File: config.mk
export PLATFORM = sky130hd
export DESIGN_NAME = pit_timer
export DESIGN_NICKNAME = d
export VERILOG_FILES = /design/src/rtl/pit_pkg.sv /design/src/rtl/pit_datapath.sv /design/src/rtl/pit_control.sv /design/src/rtl/pit_timer.sv
export SDC_FILE = /design/constraint.sdc
export NUM_CORES = 1
export LEC_CHECK = 0
export CAP_MARGIN = 20
export CORE_MARGIN = 2
export CORE_UTILIZATION = 40
export DETAILED_ROUTE_END_ITERATION = 7
export DONT_BUFFER_PORTS = 1
export GPL_ROUTABILITY_DRIVEN = 0
export GPL_TIMING_DRIVEN = 0
export PLACE_DENSITY = 0.63
export SETUP_SLACK_MARGIN = 0.02
export SYNTH_ARGS = -nofsm -noshare
export SYNTH_HDL_FRONTEND = slang
export SYNTH_HIERARCHICAL = 1
export SYNTH_SLANG_ARGS = --single-unit
File: constraint.sdc
create_clock -name clk -period 3.54 [get_ports clk]
set_input_delay 0 -clock clk [delete_from_list [all_inputs] [get_ports clk]]
set_output_delay 0 -clock clk [all_outputs]
set_load 0.05 [all_outputs]
File: src/rtl/pit_pkg.sv
package pit_pkg;

  // Strobes from the control unit to the datapath
  typedef struct packed {
    logic loadWr;   // load count from write data
    logic loadReg;  // load count from stored reload value
    logic clear;    // force count to zero
    logic dec;      // decrement count
    logic setSts;   // set sticky expiry flag
  } pitStrobe_t;

  // Conditions reported by the datapath
  typedef struct packed {
    logic wrLoadable;   // write data > 1
    logic regLoadable;  // stored reload > 1
    logic atOne;        // count == 1
  } pitFlags_t;

endpackage

File: src/rtl/pit_datapath.sv
module pit_datapath
  import pit_pkg::*;
#(
  parameter int CNT_W = 16
) (
  input  logic             clk,
  input  logic             rstN,
  input  logic             reloadWrEn,
  input  logic [CNT_W-1:0] reloadWrData,
  input  logic             statusClr,
  input  pitStrobe_t       strobe,
  output pitFlags_t        flags,
  output logic [CNT_W-1:0] count,
  output logic [CNT_W-1:0] reloadValue,
  output logic             status
);

  localparam logic [CNT_W-1:0] ONE = CNT_W'(1);

  logic [CNT_W-1:0] countQ;
  logic [CNT_W-1:0] reloadQ;
  logic             statusQ;

  always_ff @(posedge clk) begin
    if (!rstN) begin
      reloadQ <= '0;
    end else if (reloadWrEn) begin
      reloadQ <= reloadWrData;
    end
  end

  always_ff @(posedge clk) begin
    if (!rstN) begin
      countQ <= '0;
    end else if (strobe.loadWr) begin
      countQ <= reloadWrData;
    end else if (strobe.loadReg) begin
      countQ <= reloadQ;
    end else if (strobe.clear) begin
      countQ <= '0;
    end else if (strobe.dec) begin
      countQ <= countQ - ONE;
    end
  end

  // Set has priority over clear
  always_ff @(posedge clk) begin
    if (!rstN) begin
      statusQ <= 1'b0;
    end else if (strobe.setSts) begin
      statusQ <= 1'b1;
    end else if (statusClr) begin
      statusQ <= 1'b0;
    end
  end

  always_comb begin
    flags.wrLoadable  = reloadWrData > ONE;
    flags.regLoadable = reloadQ > ONE;
    flags.atOne       = countQ == ONE;
  end

  assign count       = countQ;
  assign reloadValue = reloadQ;
  assign status      = statusQ;

  AST_STATUS_STICKY: assert property (@(posedge clk) disable iff (!rstN)
    statusQ && !statusClr |=> statusQ);

  AST_STATUS_SET_WINS: assert property (@(posedge clk) disable iff (!rstN)
    strobe.setSts |=> statusQ);

endmodule

File: src/rtl/pit_control.sv
module pit_control
  import pit_pkg::*;
(
  input  logic       clk,
  input  logic       rstN,
  input  logic       reloadWrEn,
  input  logic       ctrlWrEn,
  input  logic       ctrlEnable,
  input  logic       ctrlAutoReload,
  input  logic       tick,
  input  pitFlags_t  flags,
  output pitStrobe_t strobe,
  output logic       running,
  output logic       enable
);

  logic enableQ, autoQ, runQ;
  logic enNext, autoNext, runNext;

  assign enNext   = ctrlWrEn ? ctrlEnable     : enableQ;
  assign autoNext = ctrlWrEn ? ctrlAutoReload : autoQ;

  // Priority: reload write, then control write, then tick
  always_comb begin
    strobe  = '0;
    runNext = runQ;
    if (reloadWrEn) begin
      if (enNext && flags.wrLoadable) begin
        strobe.loadWr = 1'b1;
        runNext       = 1'b1;
      end else begin
        strobe.clear = 1'b1;
        runNext      = 1'b0;
      end
    end else if (ctrlWrEn) begin
      if (enNext && autoNext && flags.regLoadable) begin
        strobe.loadReg = 1'b1;
        runNext        = 1'b1;
      end else begin
        strobe.clear = 1'b1;
        runNext      = 1'b0;
      end
    end else if (runQ && tick) begin
      if (flags.atOne) begin
        strobe.setSts = 1'b1;
        if (autoQ && flags.regLoadable) begin
          strobe.loadReg = 1'b1;
        end else begin
          strobe.clear = 1'b1;
          runNext      = 1'b0;
        end
      end else begin
        strobe.dec = 1'b1;
      end
    end
  end

  always_ff @(posedge clk) begin
    if (!rstN) begin
      enableQ <= 1'b0;
      autoQ   <= 1'b0;
      runQ    <= 1'b0;
    end else begin
      enableQ <= enNext;
      autoQ   <= autoNext;
      runQ    <= runNext;
    end
  end

  assign running = runQ;
  assign enable  = enableQ;

  AST_STOP_WITHOUT_AUTO: assert property (@(posedge clk) disable iff (!rstN)
    runQ && tick && flags.atOne && !autoQ && !reloadWrEn && !ctrlWrEn
    |=> !runQ);

  AST_SMALL_RELOAD_STOPS: assert property (@(posedge clk) disable iff (!rstN)
    reloadWrEn && !flags.wrLoadable |=> !runQ);

  AST_DISABLED_IDLE: assert property (@(posedge clk) disable iff (!rstN)
    !enableQ |-> !runQ);

endmodule

File: src/rtl/pit_timer.sv
module pit_timer
  import pit_pkg::*;
#(
  parameter int CNT_W = 16
) (
  input  logic             clk,
  input  logic             rstN,
  input  logic             reloadWrEn,
  input  logic [CNT_W-1:0] reloadWrData,
  input  logic             ctrlWrEn,
  input  logic             ctrlEnable,
  input  logic             ctrlAutoReload,
  input  logic             tick,
  input  logic             statusClr,
  output logic [CNT_W-1:0] count,
  output logic             status,
  output logic             irq
);

  pitStrobe_t       strobe;
  pitFlags_t        flags;
  logic             running;
  logic             enable;
  logic [CNT_W-1:0] reloadValue;

  pit_control u_control (
    .clk            (clk),
    .rstN           (rstN),
    .reloadWrEn     (reloadWrEn),
    .ctrlWrEn       (ctrlWrEn),
    .ctrlEnable     (ctrlEnable),
    .ctrlAutoReload (ctrlAutoReload),
    .tick           (tick),
    .flags          (flags),
    .strobe         (strobe),
    .running        (running),
    .enable         (enable)
  );

  pit_datapath #(.CNT_W(CNT_W)) u_datapath (
    .clk          (clk),
    .rstN         (rstN),
    .reloadWrEn   (reloadWrEn),
    .reloadWrData (reloadWrData),
    .statusClr    (statusClr),
    .strobe       (strobe),
    .flags        (flags),
    .count        (count),
    .reloadValue  (reloadValue),
    .status       (status)
  );

  assign irq = status & enable;

  AST_IDLE_COUNT_ZERO: assert property (@(posedge clk) disable iff (!rstN)
    !running |-> count == '0);

  AST_RUN_NONZERO: assert property (@(posedge clk) disable iff (!rstN)
    running |-> (count != '0) && (reloadValue > CNT_W'(1)));

  AST_TICK_DECREMENT: assert property (@(posedge clk) disable iff (!rstN)
    running && tick && !reloadWrEn && !ctrlWrEn && count > CNT_W'(1)
    |=> count == $past(count) - CNT_W'(1));

  AST_HOLD_NO_TICK: assert property (@(posedge clk) disable iff (!rstN)
    !tick && !reloadWrEn && !ctrlWrEn |=> $stable(count));

endmodule

Word level (Yosys, flattened, before mapping)
Cells that the tools add are included.
Cells by class
  muxes and demuxes: 29
  reductions and logical operators: 10
  $lt $le $gt $ge: 2
  eq/ne operators: 2
  bitwise logic cells: 1
  $add $sub $neg: 1
Operators by type and width (number)
  $mux W16: 4
  $gt A16 B1 Y1 const B: 2
  $mux W1: 20
  $eq A16 B1 Y1 const B: 1
  $sub A16 B1 Y16 const B: 1
  $mux W2: 4
  $reduce_bool A3 Y1: 2
  $logic_and A1 B1 Y1: 5
  $mux W4: 1
  $reduce_bool A4 Y1: 1
  $ne A3 B3 Y1 const B: 1
  $reduce_and A3 Y1: 1
  $reduce_bool A2 Y1: 1
  $and A1 B1 Y1: 1
Word-level totals
  flip-flop bits (word level): 36
  output and inout port bits: 18
  input bits: 24

Logic depth before layout (Yosys ltp)
Gate-level depths: netlist (run 1).
  depth in word-level cells: 11
  depth in mapped cells: 13
  depth with buffers taken out: 12

Hierarchy
Netlist (run 1), hierarchy kept.
Modules (own cells, without submodules)
  pit_datapath: area an instance 1810.5 µm², sequential area each 660.6 µm², instances 1, cells an instance 202
  pit_control: area an instance 197.7 µm², sequential area each 60.1 µm², instances 1, cells an instance 23
  pit_timer: area an instance 6.3 µm², sequential area each 0.0 µm², instances 1, cells an instance 1

Least setup slack after synthesis (run 1)
No wires, ideal clock.
  path kind: flip-flop to flip-flop
  from: register u_datapath.countQ[0] (netlist: u_datapath/count[0])
  to: register u_datapath.countQ[6] (netlist: u_datapath/count[6])
  buffers on the path: 1
  setup time: 0.125 ns
  required time: 3.415 ns
  arrival time: 3.174 ns
  cell stages (with the launch flop): 13
  path slack: 0.241 ns
  cells stage by stage: dfxtp_1 > ha_1 > or4b_2 > nor4_1 > nand3_1 > o21a_1 > nor2_1 > or2_1 > o21ai_1 > buf_2 > a221o_1 > a21oi_1 > nor3_1
RTL lines
  start, declared: line pit_datapath.sv:20  | logic [CNT_W-1:0] countQ;
  start signal, assigned: line pit_datapath.sv:36  | countQ <= reloadWrData;
  start signal, assigned: line pit_datapath.sv:38  | countQ <= reloadQ;
  start signal, assigned: line pit_datapath.sv:42  | countQ <= countQ - ONE;

==> flow_metrics.env, run 1 <==
export IMPL_die_area_sq_mm=0.00562
export IMPL_grt_pass1_wl_um=9740
export IMPL_switchingPower_mw=0.468
export IMPL_crit_fanout=10
export IMPL_crit_family="simple AND/OR/NAND/NOR gates"
export IMPL_drc=0
export IMPL_ios=42
export IMPL_finClkSkew_ns=0.00684
export IMPL_die_w_um=75.0
export IMPL_synth_seq_area_share_pct=35.8
export IMPL_avgSynthCellArea_sq_um=8.91
export IMPL_tightest_slew_ns=0.713
export IMPL_wl_per_cell_um=18.7
export IMPL_fin_nets=280
export IMPL_clock_power_share_pct=24.7
export IMPL_drt_first_pass_iters=4
export IMPL_power_density_mw_per_mm2=497
export IMPL_cts_tree="yes"
export IMPL_core_sq_mm=0.00479
export IMPL_wl_met3_um=477
export IMPL_critPathLaunchType="flip-flop"
export IMPL_synth_cell_types=43
export IMPL_via_per_inst=6.03
export IMPL_p_seq_share_pct=48.2
export IMPL_numCtsBuffers=5
export IMPL_cp_required_ns=3.71
export IMPL_postCtsSetupRepairBufs=0
export IMPL_cts_sinks=36
export IMPL_num_antenna_cells=0
export IMPL_antenna_found_initial=0
export IMPL_initial_core_util_pct=42.1
export IMPL_maxCapViolations=0
export IMPL_dp_hpwl_um=4080
export IMPL_first_iter_violations=128
export IMPL_final_max_slew_viol_count=0
export IMPL_rows=25
export IMPL_grt_max_degree=12
export IMPL_insertion_delay_ns=0.29
export IMPL_slew_headroom_pct=52.4
export IMPL_htree_num_levels=2
export IMPL_wl_um=6010
export IMPL_cts_buffer_depth=2
export IMPL_p_sw_share_pct=38.3
export IMPL_dieHeight_um=75.0
export IMPL_rsz0062_at_grt="false"
export IMPL_finalSetupTns_ns=0
export IMPL_first_global_vias=1936
export IMPL_fin_util_pct=51.3
export IMPL_power_mw=1.22
export IMPL_ir_drop_mv=0.225
export IMPL_p_leak_nw=0.908
export IMPL_netlist_area_sq_mm=0.00201
export IMPL_cpMostUsedCell="buf_2"
export IMPL_async_flop_share_pct=0
export IMPL_status="completed"
export IMPL_worst_path_buf_inv=2
export IMPL_ys_ff_latch=36
export IMPL_clkSlewWorstSetupHoldPaths_ns=0.07
export IMPL_synth_edf_count=0
export IMPL_synthesis_nets=252
export IMPL_end_kind="flip-flop"
export IMPL_synthCells=226
export IMPL_drt_antenna_violating_nets=0
export IMPL_wl_met2_um=2630
export IMPL_dpl_cell_area_sq_mm=0.00210
export IMPL_max_freq_ghz=0.304
export IMPL_drive_above_1_share_pct=13.7
export IMPL_setup_viol=0
export IMPL_period_needed_ns=3.28
export IMPL_slowest_delay_ns=0.68
export IMPL_ys_flop_type="dfxtp_1"
export IMPL_numPortBuffers=0
export IMPL_area_growth_pct=21.9
export IMPL_design_area_sq_mm=0.00246
export IMPL_wl_met1_um=2740
export IMPL_cp_arrival_ns=3.45
export IMPL_hold_path_class="in2reg"
export IMPL_holdWs_ns=0.0756
export IMPL_pwr_share_comb_pct=27.1
export IMPL_crit_path_top_delay_cell="or4_4"
export IMPL_cts_root_buf="clkbuf_8"
export IMPL_intPower_mw=0.753
export IMPL_grt_total_usage_pct=23.2
export IMPL_crit_type="reg2reg"
export IMPL_cp_cell_sequence="or4_4, nor4_4, nand3_1, o21a_1, nor2_2, or2_4, o21ai_1, buf_2, buf_2, a221oi_1, nor2_1"
export IMPL_overflow=0
export IMPL_final_hold_viol_count=0
export IMPL_period_share_pct=92.8
export IMPL_dr_max_layer_used="met4"
export IMPL_ys_warn_count=6
export IMPL_vias=1941
## state kept, by name, indices dropped and copies added, names as in the netlist
signal	cells
u_control/running	1
u_control/autoQ	1
u_control/enable	1
u_datapath/count	16
u_datapath/reloadValue	16
u_datapath/status	1
## layout make-up
class                   instances  area, sq um
fillers                       469         2330
multi-input cells             171         1240
flip-flops and latches         36          727
repair buffers                 22          220
well taps                      67         83.8
clock buffers                   6         82.6
plain buffers                  15         78.8
inverters                       3         11.3
clock inverters                 2         10.0
## synthesized netlist by cell type (2+ instances only)
| library cell | number | area share (%) |
|---|---|---|
| nand4_1 | 5 | 1.6 |
| clkbuf_1 | 7 | 1.3 |
| clkbuf_4 | 2 | 0.75 |
| o21ai_0 | 7 | 1.7 |
| a211o_1 | 4 | 1.7 |
| mux2i_1 | 16 | 8.0 |
| or4_4 | 2 | 1.1 |
| and2_1 | 2 | 0.62 |
| inv_1 | 3 | 0.56 |
| dfxtp_1 | 36 | 36 |
| a221oi_1 | 12 | 5.2 |
| xor2_1 | 3 | 1.3 |
| nand2_1 | 5 | 0.93 |
| a211oi_1 | 3 | 1.1 |
| o21a_1 | 2 | 0.75 |
| or3_1 | 2 | 0.62 |
| nand2b_1 | 2 | 0.62 |
| a21oi_1 | 9 | 2.2 |
| nor2_1 | 17 | 3.2 |
| nor4_1 | 11 | 3.4 |
| nand3_1 | 5 | 1.2 |
| buf_2 | 6 | 1.5 |
| nor3_1 | 14 | 3.5 |
| xnor2_1 | 6 | 2.6 |
| o221ai_1 | 10 | 4.3 |
| nor2b_1 | 17 | 5.3 |
| ha_1 | 2 | 1.2 |
## metal layers
| layer | vias up | global-route usage, % |
|---|---|---|
| met3 | 17 | 5.49 |
| met2 | 75 | 34.6 |
| met1 | 928 | 32.0 |
| met4 | 0 | 10.3 |
| li1 | 921 | - |
| met5 | - | 0 |
## through the flow
stage | setup slack (ns) | std cells
final | 0.256 | 322
after global routing | 0.0459 | 322
after CTS | 0.0772 | 322
after detailed placement | -0.525 | 293
after global placement | -0.573 | 293
after floorplan | 0.241 | 226
## worst min-delay path: cells and delay by family
family	cells	cell delay, ns
compound gates	1	0.17
buf+inv	1	0.10
simple gates	1	0.05
## placed cells by master (no fill, tap or decap), types with 2 or more instances in the layout
| cell | synthesis | routed |
|---|---|---|
| nand2b_1 | 2 | 2 |
| and2_1 | 2 | 2 |
| mux2i_1 | 16 | 16 |
| nor4_4 | 1 | 2 |
| nor4_1 | 11 | 10 |
| o221ai_1 | 10 | 10 |
| or4_4 | 2 | 2 |
| xnor2_1 | 6 | 6 |
| clkbuf_4 | 2 | 2 |
| nor3_1 | 14 | 13 |
| nand4_1 | 5 | 5 |
| nor2_1 | 17 | 16 |
| nand3_1 | 5 | 5 |
| a21oi_1 | 9 | 9 |
| inv_1 | 3 | 3 |
| a211o_1 | 4 | 4 |
| nor2b_1 | 17 | 17 |
| clkbuf_8 | 0 | 6 |
| ha_1 | 2 | 2 |
| a211oi_1 | 3 | 3 |
| o21ai_0 | 7 | 7 |
| nand2_1 | 5 | 5 |
| dfxtp_2 | 0 | 2 |
| clkinv_2 | 0 | 2 |
| o21a_1 | 2 | 2 |
| a221oi_1 | 12 | 10 |
| buf_2 | 6 | 6 |
| dlygate4sd3_1 | 0 | 22 |
| dfxtp_1 | 36 | 33 |
| xor2_1 | 3 | 3 |
| a221oi_2 | 0 | 2 |
| clkbuf_1 | 7 | 6 |
## logic make-up (layout without fill, tap and decap cells)
logic type      count (synthesis)  after routing  share of synthesized area (%)
simple gates                   91             91                           26.6
flops                          36             36                           35.8
mux                            17             17                           8.70
buf+inv                        19             48                           4.66
fa+ha+maj                       2              2                           1.24
xor+xnor                        9              9                           3.91
compound gates                 52             52                           19.1
## path summary, 6_finish.rpt
path | slack [ns] | from | to | depth (start not counted)
hold reg to reg | 0.52 | u_control/autoQ$_SDFF_PN0_ | u_control/autoQ$_SDFF_PN0_ | 2
hold / removal | 0.08 | ctrlWrEn | u_datapath/status$_SDFFE_PN0P_ | 3
setup / recovery | 0.26 | u_datapath/count[6]$_SDFFE_PN0P_ | u_datapath/count[2]$_SDFFE_PN0P_ | 11
setup reg to reg | 0.26 | u_datapath/count[6]$_SDFFE_PN0P_ | u_datapath/count[2]$_SDFFE_PN0P_ | 11
## power groups by stage
| stage | sequential, mW | clock [mW] | combinational [mW] |
|---|---|---|---|
| finish | 0.589 | 0.302 | 0.331 |
| global route | 0.596 | 0.327 | 0.368 |
| CTS | 0.587 | 0.310 | 0.318 |
| detailed placement | 0.596 | 0 | 0.288 |
| global placement | 0.595 | 0 | 0.288 |
| floorplan | 0.578 | 0 | 0.239 |
## what timing repair did
action                                 4_1_cts  5_1_grt
gates cloned                                 0        0
gates resized for setup                      5        7
hold buffers                                22        0
setup endpoints to repair                   16       14
endpoints found under the hold margin       36        0
(Power assumes the default switching activity.)
==> inputs of run 2 (changes only) <==
- CELL_PAD_IN_SITES_DETAIL_PLACEMENT: not set -> 0
- CELL_PAD_IN_SITES_GLOBAL_PLACEMENT: not set -> 2
- CORE_UTILIZATION: 40 -> 37
- PLACE_DENSITY: 0.63 -> 0.86
==> run 2 against run 1 <==
  * Utilization decreased by 3.4 points
  * Power grew 0.83%
  * Clock skew decreased by 0.0011 ns
  * First-iteration DRC count up 26%
  * Sequential cell count unchanged
  * Clock power rose by 1%
  * Clock-buffer cell count did not move
==> flow_metrics.env, run 2 (synthesis results as in run 1) <==
export IMPL_finClkSkew_ns=0.00573
export IMPL_cp_cell_sequence="buf_2, or4b_2, nor4_4, nand3_1, nor3b_1, nor3_1, or2_4, o21ai_1, buf_2, buf_2, a221oi_1, nor2_1"
export IMPL_status="completed"
export IMPL_cp_required_ns=3.70
export IMPL_insertion_delay_ns=0.28
export IMPL_numPortBuffers=0
export IMPL_cts_sinks=36
export IMPL_layout_common_cells="dfxtp_1, dlygate4sd3_1, nor2b_1"
export IMPL_grt_total_usage_pct=22.3
export IMPL_drive_above_1_share_pct=14.4
export IMPL_dp_cells=296
export IMPL_crit_type="reg2reg"
export IMPL_area_growth_pct=22.9
export IMPL_wl_per_cell_um=19.7
export IMPL_grt_max_degree=12
export IMPL_setup_viol=0
export IMPL_max_freq_ghz=0.299
export IMPL_final_max_slew_viol_count=0
export IMPL_numCtsBuffers=5
export IMPL_core_sq_mm=0.00517
export IMPL_cpMostUsedCell="buf_2"
export IMPL_rows=26
export IMPL_num_antenna_cells=0
export IMPL_ios=42
export IMPL_die_area_sq_mm=0.00605
export IMPL_maxCapViolations=0
export IMPL_worst_path_buf_inv=3
export IMPL_fin_cells=327
export IMPL_antenna_found_initial=0
export IMPL_period_share_pct=94.5
export IMPL_drt_antenna_violating_nets=0
export IMPL_vias=1959
export IMPL_first_iter_violations=161
export IMPL_cts_buffer_depth=2
export IMPL_fin_nets=282
export IMPL_cts_root_buf="clkbuf_8"
export IMPL_holdWs_ns=0.0982
export IMPL_power_mw=1.23
export IMPL_crit_fanout=10
export IMPL_overflow=0
export IMPL_power_density_mw_per_mm2=497
export IMPL_crit_family="simple AND/OR/NAND/NOR gates"
export IMPL_drt_first_pass_iters=4
export IMPL_cts_tree="yes"
export IMPL_hold_path_class="in2reg"
export IMPL_via_per_inst=5.99
export IMPL_finalSetupTns_ns=0
export IMPL_drc=0
export IMPL_tightest_slew_ns=0.695
export IMPL_slowest_delay_ns=0.69
export IMPL_dpl_cell_area_sq_mm=0.00210
export IMPL_htree_num_levels=2
export IMPL_slew_headroom_pct=53.6
export IMPL_design_area_sq_mm=0.00248
export IMPL_dieHeight_um=77.8
export IMPL_wl_um=6460
export IMPL_initial_core_util_pct=38.9
export IMPL_grt_pass1_wl_um=10600
export IMPL_first_global_vias=1988
export IMPL_p_leak_nw=0.916
export IMPL_layout_commonest_cell="dfxtp_1"
export IMPL_rsz0062_at_grt="false"
export IMPL_critPathLaunchType="flip-flop"
export IMPL_crit_path_top_delay_cell="or4b_2"
export IMPL_dp_hpwl_um=4400
export IMPL_die_w_um=77.8
export IMPL_end_kind="flip-flop"
export IMPL_clkSlewWorstSetupHoldPaths_ns=0.08
export IMPL_cp_arrival_ns=3.51
export IMPL_ir_drop_mv=0.240
export IMPL_period_needed_ns=3.34
export IMPL_final_hold_viol_count=0
## run 2: changes by cell type in the layout (fill, tap and decap cells not counted)
cell,before,now
nor3_1,13,14
a221oi_2,2,1
dfxtp_1,33,29
nor3_2,1,0
dfxtp_2,2,5
a221oi_1,10,11
dfxtp_4,1,2
dlygate4sd3_1,22,24
## run 2: worst min-delay path, stage by stage
cell	delay, ns
buf_6	0.10
nand2b_1	0.14
a21boi_0	0.09
## run 2: power breakdown
part / switching, mW / internal, mW / leakage (nW)
Clock: 0.150 / 0.156 / 0.0510
Sequential: 0.144 / 0.446 / 0.300
Combinational: 0.183 / 0.153 / 0.564
Total: 0.477 / 0.755 / 0.916
## run 2: timing repair
item,in CTS,in global routing
pin swaps,0,1
hold endpoints to repair,35,1
resized for setup,5,10
setup buffers,0,0
hold buffers,23,1
endpoints found under the setup margin,16,15
## run 2: routing by layer
layer | track usage (%) | routed length (um)
met1 | 31.2 | 2910
met2 | 34.9 | 3050
met3 | 5.12 | 474
met4 | 5.00 | 31
met5 | 0 | 0
## run 2: path summary, 6_finish.rpt
check / slack, ns / endpoint / from / depth (start not counted)
hold / removal: 0.1 / u_control/autoQ$_SDFF_PN0_ / ctrlWrEn / 3
hold reg to reg: 0.53 / u_control/autoQ$_SDFF_PN0_ / u_control/autoQ$_SDFF_PN0_ / 2
setup / recovery: 0.20 / u_datapath/count[9]$_SDFFE_PN0P_ / u_datapath/count[2]$_SDFFE_PN0P_ / 12
setup reg to reg: 0.20 / u_datapath/count[9]$_SDFFE_PN0P_ / u_datapath/count[2]$_SDFFE_PN0P_ / 12
## run 2: stage by stage
stage	util, %	worst slack (ns)
6_report	47.9	0.195
5_1_grt	47.9	0.00609
4_1_cts	47.1	0.0239
3_5_place_dp	40.6	-0.621
3_3_place_gp	40.6	-0.588
2_1_floorplan	-	0.241
## run 2: cell type report
| class | count | area [sq um] |
|---|---|---|
| Multi-Input combinational cell | 171 | 1230 |
| Inverter | 3 | 11.3 |
| Sequential cell | 36 | 734 |
| Buffer | 15 | 78.8 |
| Timing Repair Buffer | 24 | 240 |
| Clock inverter | 2 | 10.0 |
| Tap cell | 70 | 87.6 |
| Fill cell | 517 | 2700 |
| Clock buffer | 6 | 82.6 |
